<file path="config.mk">
export PLATFORM = sky130hd
export DESIGN_NAME = reload_timer
export DESIGN_NICKNAME = d
export VERILOG_FILES = /design/src/rtl/tmr_pkg.sv /design/src/rtl/tmr_regs.sv /design/src/rtl/tmr_src.sv /design/src/rtl/tmr_core.sv /design/src/rtl/reload_timer.sv
export SDC_FILE = /design/constraint.sdc
export NUM_CORES = 1
export LEC_CHECK = 0
export ABC_CLOCK_PERIOD_IN_PS = 3400
export BUFFER_PORTS_ARGS = -buffer_cell sky130_fd_sc_hd__buf_2
export CAP_MARGIN = 25
export CORE_MARGIN = 10
export CORE_UTILIZATION = 35
export CTS_BUF_LIST = sky130_fd_sc_hd__clkbuf_4 sky130_fd_sc_hd__clkbuf_8
export DETAILED_ROUTE_END_ITERATION = 7
export PLACE_DENSITY = 0.58
export SYNTH_ARGS = -nofsm -noshare
export SYNTH_HDL_FRONTEND = slang
export SYNTH_SLANG_ARGS = --single-unit
</file>
<file path="constraint.sdc">
create_clock -name clk -period 3.4 [get_ports clk]
set_clock_uncertainty 0.15 [all_clocks]
set_input_delay 0.68 -clock clk [delete_from_list [all_inputs] [get_ports clk]]
set_output_delay 0.68 -clock clk [all_outputs]
set_load 0.02 [all_outputs]
</file>
<file path="src/rtl/tmr_pkg.sv">
package tmr_pkg;
  typedef enum logic [1:0] {
    MD_PERIODIC = 2'b00,
    MD_EVENT    = 2'b01,
    MD_ONESHOT  = 2'b10,
    MD_PWM      = 2'b11
  } tmr_mode_e;

  typedef struct packed {
    logic [1:0] src;
    logic       spare;
    logic       trig_ext;
    logic       pin_inv;
    logic       gate_en;
    tmr_mode_e  mode;
  } tmr_cfg_t;
endpackage

</file>
<file path="src/rtl/tmr_regs.sv">
module tmr_regs
  import tmr_pkg::*;
#(
  parameter int CW = 16,
  parameter int AW = 2
) (
  input  logic          clk,
  input  logic          rst_n,
  input  logic          wr_en,
  input  logic [AW-1:0] wr_addr,
  input  logic [7:0]    wr_data,
  output tmr_cfg_t      cfg_q,
  output logic          cfg_wr,
  output logic [CW-1:0] reload_q,
  output logic [CW-1:0] reload_nx,
  output logic          reload_wr
);
  localparam int NB = CW / 8;

  logic [NB-1:0] byte_hit;

  generate
    for (genvar b = 0; b < NB; b++) begin : g_byte
      assign byte_hit[b] = wr_en && (wr_addr == AW'(b + 1));
      assign reload_nx[b*8 +: 8] = byte_hit[b] ? wr_data : reload_q[b*8 +: 8];
    end
  endgenerate

  assign cfg_wr    = wr_en && (wr_addr == '0);
  assign reload_wr = |byte_hit;

  always_ff @(posedge clk or negedge rst_n) begin
    if (!rst_n) begin
      cfg_q    <= '0;
      reload_q <= '0;
    end else begin
      if (cfg_wr) cfg_q <= tmr_cfg_t'(wr_data);
      reload_q <= reload_nx;
    end
  end
endmodule

</file>
<file path="src/rtl/tmr_src.sv">
module tmr_src
  import tmr_pkg::*;
(
  input  logic     clk,
  input  logic     rst_n,
  input  tmr_cfg_t cfg,
  input  logic     start,
  input  logic     tick_fast,
  input  logic     tick_div8,
  input  logic     tick_div32,
  input  logic     ext_pin,
  input  logic     ext_trig,
  input  logic     prev_ovf,
  input  logic     next_ovf,
  output logic     tick,
  output logic     trig
);
  logic pin_lvl, pin_q, trig_q, start_q, base;

  assign pin_lvl = ext_pin ^ cfg.pin_inv;

  always_comb begin
    base = 1'b0;
    if (cfg.mode == MD_EVENT) begin
      case (cfg.src)
        2'b00:   base = pin_lvl & ~pin_q;
        2'b10:   base = prev_ovf;
        2'b11:   base = next_ovf;
        default: base = 1'b0;
      endcase
    end else begin
      case (cfg.src)
        2'b00:   base = tick_fast;
        2'b01:   base = tick_div8;
        2'b10:   base = tick_div32;
        default: base = 1'b0;
      endcase
      if (cfg.mode == MD_PERIODIC && cfg.gate_en) base = base & pin_lvl;
    end
  end

  assign tick = start & base;
  assign trig = start & (cfg.trig_ext ? (ext_trig & ~trig_q) : ~start_q);

  always_ff @(posedge clk or negedge rst_n) begin
    if (!rst_n) begin
      pin_q   <= 1'b0;
      trig_q  <= 1'b0;
      start_q <= 1'b0;
    end else begin
      pin_q   <= pin_lvl;
      trig_q  <= ext_trig;
      start_q <= start;
    end
  end
endmodule

</file>
<file path="src/rtl/tmr_core.sv">
module tmr_core
  import tmr_pkg::*;
#(
  parameter int CW = 16
) (
  input  logic          clk,
  input  logic          rst_n,
  input  tmr_mode_e     mode,
  input  logic          count_up,
  input  logic          tick,
  input  logic          trig,
  input  logic          cfg_wr,
  input  logic          reload_wr,
  input  logic          start,
  input  logic [CW-1:0] reload_q,
  input  logic [CW-1:0] reload_nx,
  output logic [CW-1:0] cnt_q,
  output logic          out_q,
  output logic          ovf_q
);
  localparam int HW = CW / 2;
  localparam logic [CW-1:0] ALL1 = '1;
  localparam logic [CW-1:0] ONE  = CW'(1);

  logic          busy_q, busy_d, out_d, ovf_d, up, wrap;
  logic [CW-1:0] cnt_d, hi_ph, lo_ph;

  assign up    = (mode == MD_EVENT) & count_up;
  assign wrap  = up ? (cnt_q == ALL1) : (cnt_q == '0);
  assign hi_ph = {{HW{1'b0}}, reload_q[CW-1:HW]};
  assign lo_ph = {{HW{1'b0}}, reload_q[HW-1:0]};

  always_comb begin
    cnt_d  = cnt_q;
    out_d  = out_q;
    busy_d = busy_q;
    ovf_d  = 1'b0;
    if (cfg_wr) begin
      out_d  = 1'b0;
      busy_d = 1'b0;
    end else begin
      case (mode)
        MD_PERIODIC, MD_EVENT: begin
          if (tick) begin
            if (wrap) begin
              cnt_d = reload_q;
              ovf_d = 1'b1;
              out_d = ~out_q;
            end else begin
              cnt_d = up ? cnt_q + ONE : cnt_q - ONE;
            end
          end
        end
        MD_ONESHOT: begin
          if (trig && !busy_q) begin
            if (reload_q != '0) begin
              cnt_d  = reload_q;
              busy_d = 1'b1;
              out_d  = 1'b1;
            end
          end else if (tick && busy_q) begin
            if (cnt_q <= ONE) begin
              cnt_d  = reload_q;
              busy_d = 1'b0;
              out_d  = 1'b0;
              ovf_d  = 1'b1;
            end else begin
              cnt_d = cnt_q - ONE;
            end
          end
        end
        MD_PWM: begin
          if (trig) begin
            cnt_d = hi_ph;
            out_d = 1'b1;
          end else if (tick) begin
            if (cnt_q <= ONE) begin
              if (out_q) begin
                out_d = 1'b0;
                cnt_d = lo_ph;
              end else begin
                out_d = 1'b1;
                cnt_d = hi_ph;
                ovf_d = 1'b1;
              end
            end else begin
              cnt_d = cnt_q - ONE;
            end
          end
        end
      endcase
    end
    if (reload_wr && !start) cnt_d = reload_nx;
  end

  always_ff @(posedge clk or negedge rst_n) begin
    if (!rst_n) begin
      cnt_q  <= '0;
      out_q  <= 1'b0;
      busy_q <= 1'b0;
      ovf_q  <= 1'b0;
    end else begin
      cnt_q  <= cnt_d;
      out_q  <= out_d;
      busy_q <= busy_d;
      ovf_q  <= ovf_d;
    end
  end
endmodule

</file>
<file path="src/rtl/reload_timer.sv">
module reload_timer
  import tmr_pkg::*;
#(
  parameter int CW = 16,
  localparam int AW = $clog2(CW / 8 + 1)
) (
  input  logic          clk,
  input  logic          rst_n,
  input  logic          wr_en,
  input  logic [AW-1:0] wr_addr,
  input  logic [7:0]    wr_data,
  input  logic          start,
  input  logic          count_up,
  input  logic          tick_fast,
  input  logic          tick_div8,
  input  logic          tick_div32,
  input  logic          ext_pin,
  input  logic          ext_trig,
  input  logic          prev_ovf,
  input  logic          next_ovf,
  output logic [CW-1:0] count,
  output logic          ovf,
  output logic          irq,
  output logic          out_pin
);
  tmr_cfg_t      cfg_q;
  logic          cfg_wr, reload_wr, tick, trig;
  logic [CW-1:0] reload_q, reload_nx;

  tmr_regs #(.CW(CW), .AW(AW)) u_regs (
    .clk(clk), .rst_n(rst_n), .wr_en(wr_en), .wr_addr(wr_addr),
    .wr_data(wr_data), .cfg_q(cfg_q), .cfg_wr(cfg_wr),
    .reload_q(reload_q), .reload_nx(reload_nx), .reload_wr(reload_wr)
  );

  tmr_src u_src (
    .clk(clk), .rst_n(rst_n), .cfg(cfg_q), .start(start),
    .tick_fast(tick_fast), .tick_div8(tick_div8), .tick_div32(tick_div32),
    .ext_pin(ext_pin), .ext_trig(ext_trig), .prev_ovf(prev_ovf),
    .next_ovf(next_ovf), .tick(tick), .trig(trig)
  );

  tmr_core #(.CW(CW)) u_core (
    .clk(clk), .rst_n(rst_n), .mode(cfg_q.mode), .count_up(count_up),
    .tick(tick), .trig(trig), .cfg_wr(cfg_wr), .reload_wr(reload_wr),
    .start(start), .reload_q(reload_q), .reload_nx(reload_nx),
    .cnt_q(count), .out_q(out_pin), .ovf_q(ovf)
  );

  assign irq = ovf;
endmodule

</file>
Word-level counts from Yosys, hierarchy flattened
Cells that the tools add are included. W data, S select, Z words.

Bits of input ports: 22. Output and inout port bits: 19. Bits in registers: 45. Logic and storage cells: 118.

$lt $le $gt $ge: 1. Multiplexer cells: 47. Reduce and logical (&&, ||, !) cells: 22. Bitwise operators: 11. $add $sub $neg: 2. Equal/unequal tests: 22.

Operators with widths (number): $mux W16 (12); $pmux W16 S3 (1); $mux W1 (27); $mux W8 (3); $add A16 B1 Y16 const B (1); $eq A16 B16 Y1 const B (1); $le A16 B1 Y1 const B (1); $logic_not A16 Y1 (1); $ne A4 B2 Y1 const B (4); $reduce_bool A16 Y1 (1); $sub A16 B1 Y16 const B (1); $pmux W1 S3 (4); $eq A2 B2 Y1 const B (5); $ne A4 B1 Y1 const B (2); $ne A4 B4 Y1 const B (2); $logic_and A1 B1 Y1 (7); $reduce_and A7 Y1 (1); $and A1 B1 Y1 (6); $eq A2 B1 Y1 const B (3); $logic_not A2 Y1 (3); $ne A3 B2 Y1 const B (2); $reduce_bool A3 Y1 (2); $reduce_and A5 Y1 (1); $not A1 Y1 (4); other kinds (8) (10).

Depth between registers and ports, before layout
Gate-level depths: netlist (run 1).

Word-level depth: 13. Mapped depth: 10. Gate-level depth less buffers: 9.

Cells and area by module
Synthesis (run 1) repeated with hierarchy kept, for this count alone.

Cell total of the unflattened synthesis: 455. Area, all modules: 3945.0 um2.

By module, submodules not included: tmr_core (instances 1, sequential area each 475.5 um2, area each 2819.0 um2, cells each 382); tmr_regs (instances 1, sequential area each 600.6 um2, area each 928.4 um2, cells each 54); tmr_src (instances 1, sequential area each 75.1 um2, area each 190.2 um2, cells each 18); reload_timer (instances 1, sequential area each 0.0 um2, area each 7.5 um2, cells each 1).

Worst setup path before layout (run 1)
Ideal clock, no wire load.

Path type: register -> register. Start: reg u_core.cnt_q[0]. End: reg u_core.cnt_q[4]. Arrival: 2.476 ns. Cell stages (with the launch flop): 11. Buffers on the path: 1. Slack: 0.691 ns. Required time: 3.167 ns. Setup time: 0.083 ns. Period minus slack after synthesis: 2.709 ns. Cells stage by stage: dfrtp_1 > inv_1 > ha_1 > clkbuf_1 > or3b_2 > xnor2_1 > o21bai_1 > o31ai_1 > a2111oi_0 > nor3_1 > o21ai_0.

Longest elaborated chain between the ends: 7. Elaborated cells on any way between the ends: 18. Those cells by class: add/sub: 2; order compare: 1; eq/ne: 1; mux: 13; reduce/logical: 1.

RTL lines: start: declaration (line tmr_core.sv:17) `output logic [CW-1:0] cnt_q,`; start signal: assignment (line tmr_core.sv:103) `cnt_q <= cnt_d;`; $sub A16 B1 Y16 (tied with other cells) (line tmr_core.sv:50, tmr_core.sv:68, tmr_core.sv:87); $mux W16 (tied with other cells) (line tmr_core.sv:77) `if (cnt_q <= ONE) begin`; $mux W16, on equally long branches (line tmr_core.sv:76, tmr_core.sv:45, tmr_core.sv:61); $mux W16, on equally long branches (line tmr_core.sv:73, tmr_core.sv:44, tmr_core.sv:55); $pmux W16 S3 * (line tmr_core.sv:42) `case (mode)`; $mux W16 * (line tmr_core.sv:38) `if (cfg_wr) begin`; $mux W16 * (line tmr_core.sv:93) `if (reload_wr && !start) cnt_d = reload_nx;`.

Every way passes the cells marked *; elsewhere a longest branch is shown, timed or not. The select of a mux whose other input is x is not followed. A chain may end at the register's enable or synchronous reset.

Final worst setup path (run 1)
Start: reg u_core.cnt_q[4]. End: reg u_core.cnt_q[5].

Same word-level chain as after synthesis.

==> results of run 1 <==
-- critical path, delay by kind of cell (launching register included) --
family / cells / cell delay, ps
AOI/OAI and AO/OA: 3 / 770
and+or+nand+nor: 4 / 1630
DFF: 1 / 550
-- what timing repair did --
item                                   in CTS  in global routing
gates resized for setup                     0                  2
buffers inserted                            0                  0
endpoints found under the hold margin       0                  0
setup endpoints to repair                   0                  1
-- worst max-delay path by stage --
stage	startpoint	to	slack, ps	depth (start not counted)
after floorplan	u_core.cnt_q[0]	u_core.cnt_q[4]	690	10
after global placement	u_core.cnt_q[4]	u_core.cnt_q[5]	260	7
after detailed placement	u_core.cnt_q[4]	u_core.cnt_q[5]	230	7
after CTS	u_core.cnt_q[4]	u_core.cnt_q[5]	210	7
after global routing	u_core.cnt_q[4]	u_core.cnt_q[5]	50	7
final	u_core.cnt_q[4]	u_core.cnt_q[5]	160	7
-- synth_stat cells (all sizes together) (4+ instances only) --
cell type  count
o21ai         29
o221ai         5
nand2b         4
nor3          22
nand3b         8
nand3         13
or3            5
inv            7
clkbuf        19
o31ai          4
nand2         45
buf           12
mux2          24
dfrtp         45
mux2i          8
xor2           9
nor4           8
nand4          8
nor2          27
o22ai         12
a31oi         11
xnor2         13
ha             4
a21oi         18
a221oi         4
-- layer usage --
metal	GRT usage (%)	part of all wire [%]	vias up
met2	25.9	44	215
li1	-	-	1644
met3	3.58	9.0	21
met4	4.83	2.2	0
met1	23.6	44	1737
met5	0	0	-
-- cell families after synthesis --
group | Yosys count | synth area share, %
AOI/OAI and AO/OA | 116 | 22.8
DFF | 45 | 31.6
xor gates and xnor gates | 22 | 5.41
muxes | 32 | 9.83
buffers and inverters | 38 | 4.81
adders and majority gates | 4 | 1.40
and+or+nand+nor | 162 | 24.2
-- final cells by class --
class	instances	area (sq um)	share of cell area, %
timing repair buffer	58	348	8.56
inverter	7	26.3	0.647
clock inverter	2	37.5	0.924
clock buffer	6	82.6	2.03
multi-input combinational	336	2270	56.0
sequential	45	1130	27.7
tap	133	166	4.10
-- power groups by stage --
stage               Sequential [mW]  Combinational (mW)  Clock (mW)
global placement               1.01                1.49           0
CTS                            1.00                1.50       0.461
floorplan                     0.949                1.05           0
global route                   1.04                1.66       0.481
detailed placement             1.02                1.48           0
finish                         1.02                1.52       0.448
-- registers in the layout (all words and copies together), names as in the netlist --
| signal | cells |
|---|---|
| u_regs.cfg_q | 7 |
| u_src.trig_q | 1 |
| u_core.out_q | 1 |
| u_src.start_q | 1 |
| u_src.pin_q | 1 |
| u_core.ovf_q | 1 |
| u_core.cnt_q | 16 |
| u_core.busy_q | 1 |
| u_regs.reload_q | 16 |
==> impl_metrics.ini, run 1 <==
[global_route]
grt_first_pass_wirelength_um = 20000
antenna_found_initial = 0
grt_pass1_vias = 3544
grt_max_degree = 30
grt.overflow.total = 0
grt_util_all_layers_pct = 17.0

[worst_setup_path]
reg2reg_to = u_core.cnt_q[5]
start_kind = flop
r2r_cells = 7
crit_path_top_delay_cell = or4_1
reg2reg_from = u_core.cnt_q[4]
max_stage_delay_ps = 740
worstPathCellList = nor4_4 -> nand4_1 -> or4_1 -> o22ai_2 -> nor3_1 -> o32ai_1 -> o21ai_1
reg2reg_slack_ps = 160
worstPathMaxFanout = 11
cp_data_arrival_time_ps = 3270
crit_path_end_kind = flop
required_ps = 3430
critPathKind = reg2reg

[timing]
hold_viol = 0
period_minus_slack_ps = 3240
worst_pin_slew_ps = 678
max_freq_mhz = 308
post-route-worst-setup-slack_ps = 157
maxSlewViolCount = 0
fin_crit_sh_pct = 95.4
relSlewSlack_pct = 54.6
grt_setup_unrepaired = false
tns_ps = 0
setup_viol = 0
hold-worst-slack_ps = 155

[pwr]
p_sw_share_pct = 48.3
power.total_mw = 2.98
power_frac_seq_pct = 34.1
internal_power_mw = 1.54
clockPowerShare_pct = 15.0
power_density_mw_per_mm2 = 734
p_leak_nw = 1.58
ir_drop_v = 0.000259
power.switching_mw = 1.44
power_frac_comb_pct = 50.9

[cells_and_area]
area_growth_syn_to_layout_pct = 14.0
fin_util_pct = 41.2
fin_nets = 479
layout_common_cells = dfrtp_1, nand2_1, buf_2, o21ai_0, nor2_1
drive_above_1_share_pct = 23.1
final_common_cell = dfrtp_1
n_antenna_cell = 0
design_area_sq_mm = 0.00406
n_fill_cell = 1021
stdcell_count = 587

[floorplanning]
die_y_um = 121
dieWidth_um = 121
core_area_sq_mm = 0.00986
core.rowCount = 36
io_pins = 41
die-area_sq_mm = 0.0146
start_util_pct = 36.1

[synth]
synthFlopType = dfrtp_1
yosysTopAreaCellShare_pct = 31.6
yosys_register_bits = 45
synth-edff-count = 0
syn_nets = 445
yosysTopAreaCell = dfrtp_1
yosysSeqAreaShare_pct = 31.6
synth_cell_types = 68
synthArstFlopShare_pct = 100
synthesis.area_sq_mm = 0.00356
avgSynthCellArea_sq_um = 8.50
ys_warn_count = 0
synthTopCellsByArea = dfrtp_1, mux2_2, nand2_1
syn_inst = 419

[clock_tree]
root_buffer = clkbuf_8
cts_tree = built
cts_buffers = 5
clk_pin_slew_worst_paths_ps = 100
holdBufCountCts = 0
clk_latency_ps = 310
cts_buffer_depth = 2
cts.htree.levels = 2
cts_num_sinks = 45

[drt]
vias = 3617
drtIter0Drc = 393
wire_per_inst_um = 21.5
drc = 0
avgViaCountPerCell = 6.16
ant_nets = 0
wirelength_um = 12600
dr.pass1.iters = 5

[place]
gp_congestion = 0.973
portBuffers = 40
dp.cells = 579
place_area_sq_mm = 0.00394
dp_hpwl_um = 9590
pre_cts_slack_ps = 229

[run_status]
outcome = finished clean

[flow_run]
max-cap-violations = 0

[hold_path]
hp-class = in2async
Note: power is estimated with default switching activity, not from simulation.
==> run 2, diff against run 1 <==
- CTS_BUF_LIST: sky130_fd_sc_hd__clkbuf_4 sky130_fd_sc_hd__clkbuf_8 -> sky130_fd_sc_hd__clkbuf_16
==> run 2 against run 1 <==
Compared with the run above: hold slack better by 14 ps; first-iteration DRC count grew 19%; via count increased by 0.58%; combinational power barely moved; routed wire length increased by 0.59%; die area unchanged; critical path type unchanged; critical endpoint unchanged; largest cell class unchanged.
==> impl_metrics.ini, run 2 (same netlist as run 1, synthesis figures left out) <==
[cells_and_area]
fin_nets = 479
design_area_sq_mm = 0.00411
fin_util_pct = 41.6
area_growth_syn_to_layout_pct = 15.3
final_common_cell = dfrtp_1
drive_above_1_share_pct = 22.9
n_antenna_cell = 0
layout_common_cells = dfrtp_1, nand2_1, buf_2, o21ai_0, nor2_1
stdcell_count = 587
reg_top3 = u_core.cnt_q: 16 flops, u_regs.reload_q: 16 flops, u_regs.cfg_q: 7 flops

[place]
gp_congestion = 0.973
dp_hpwl_um = 9590
portBuffers = 40
place_area_sq_mm = 0.00394
dp.cells = 579

[global_route]
grt.overflow.total = 0
grt_util_all_layers_pct = 17.1
grt_pass1_vias = 3537
grt_first_pass_wirelength_um = 20200
antenna_found_initial = 0
grt_max_degree = 30

[timing]
period_minus_slack_ps = 3240
maxSlewViolCount = 0
relSlewSlack_pct = 54.2
tns_ps = 0
fin_crit_sh_pct = 95.3
setup_viol = 0
grt_setup_unrepaired = false
hold_viol = 0
max_freq_mhz = 309
worst_pin_slew_ps = 684

[pwr]
p_leak_nw = 1.60
power.total_mw = 3.11
power_density_mw_per_mm2 = 758
ir_drop_v = 0.000270

[floorplanning]
die_y_um = 121
dieWidth_um = 121
core_area_sq_mm = 0.00986
die-area_sq_mm = 0.0146
core.rowCount = 36
io_pins = 41
start_util_pct = 36.1

[clock_tree]
cts_buffers = 5
root_buffer = clkbuf_16
cts_resized = 0
cts.htree.levels = 2
cts_buffer_depth = 2
holdBufCountCts = 0
clk_latency_ps = 300
clk_pin_slew_worst_paths_ps = 70
cts_tree = built
cts_num_sinks = 45
cts_setup_buffers = 0

[worst_setup_path]
path_buf_inv = 0
critical_path.top_delay_family = simple AND/OR/NAND/NOR gates
cp_data_arrival_time_ps = 3250
crit_path_end_kind = flop
required_ps = 3410
critPathKind = reg2reg
start_kind = flop
crit_path_top_delay_cell = or4_1
worstPathCellList = nor4_4 -> nand4_1 -> or4_1 -> o22ai_2 -> nor3_1 -> o32ai_1 -> o21ai_1
worstPathMaxFanout = 11
max_stage_delay_ps = 750

[hold_path]
hp-class = in2async

[run_status]
outcome = finished clean

[drt]
drc = 0
ant_nets = 0
dr.pass1.iters = 7
avgViaCountPerCell = 6.20
wirelength_um = 12700
vias = 3638
wire_per_inst_um = 21.6
drtIter0Drc = 466

[flow_run]
max-cap-violations = 0
run 2: cell count changes in the layout (fill, tap and decap cells not counted):
cell	change
clkinv_1	+1
clkbuf_16	+5
clkbuf_8	-6
run 2: cell type report:
type	instances	area [sq um]
multi-input combinational	336	2270
fill	1016	5760
tap	133	166
clock inverter	3	41.3
timing repair buffer	58	348
clock buffer	5	125
inverter	7	26.3
sequential	45	1130
run 2: final timing paths:
check,slack (ps),from,cells past startpoint,to
worst max-delay path,160,u_core.cnt_q[4],7,u_core.cnt_q[5]
worst min-delay path,170,rst_n,1,u_core.cnt_q[8]
worst max register to register,160,u_core.cnt_q[4],7,u_core.cnt_q[5]
worst min register to register,370,u_regs.cfg_q[2],1,u_regs.cfg_q[2]
max in group asynchronous,2430,rst_n,2,u_core.ovf_q
min in group clk,360,ext_trig,1,u_src.trig_q
run 2: where the power goes:
group	internal [mW]	switching, mW	total [mW]
combinational	0.620	0.898	1.52
clock	0.345	0.232	0.577
sequential	0.684	0.335	1.02
total	1.65	1.46	3.11
run 2: through the flow:
stage / hold slack [ps] / setup slack (ps)
3_3_place_gp: 343 / 263
2_1_floorplan: 234 / 691
4_1_cts: 194 / 206
5_1_grt: 210 / 28.7
3_5_place_dp: 356 / 229
6_report: 169 / 159
run 2: metal layers:
layer	global-route usage, %	part of all wire [%]	vias up
met1	23.6	45	1749
met4	4.98	2.8	0
met5	0	0	-
met2	26.4	44	214
met3	3.40	8.3	29
li1	-	-	1646
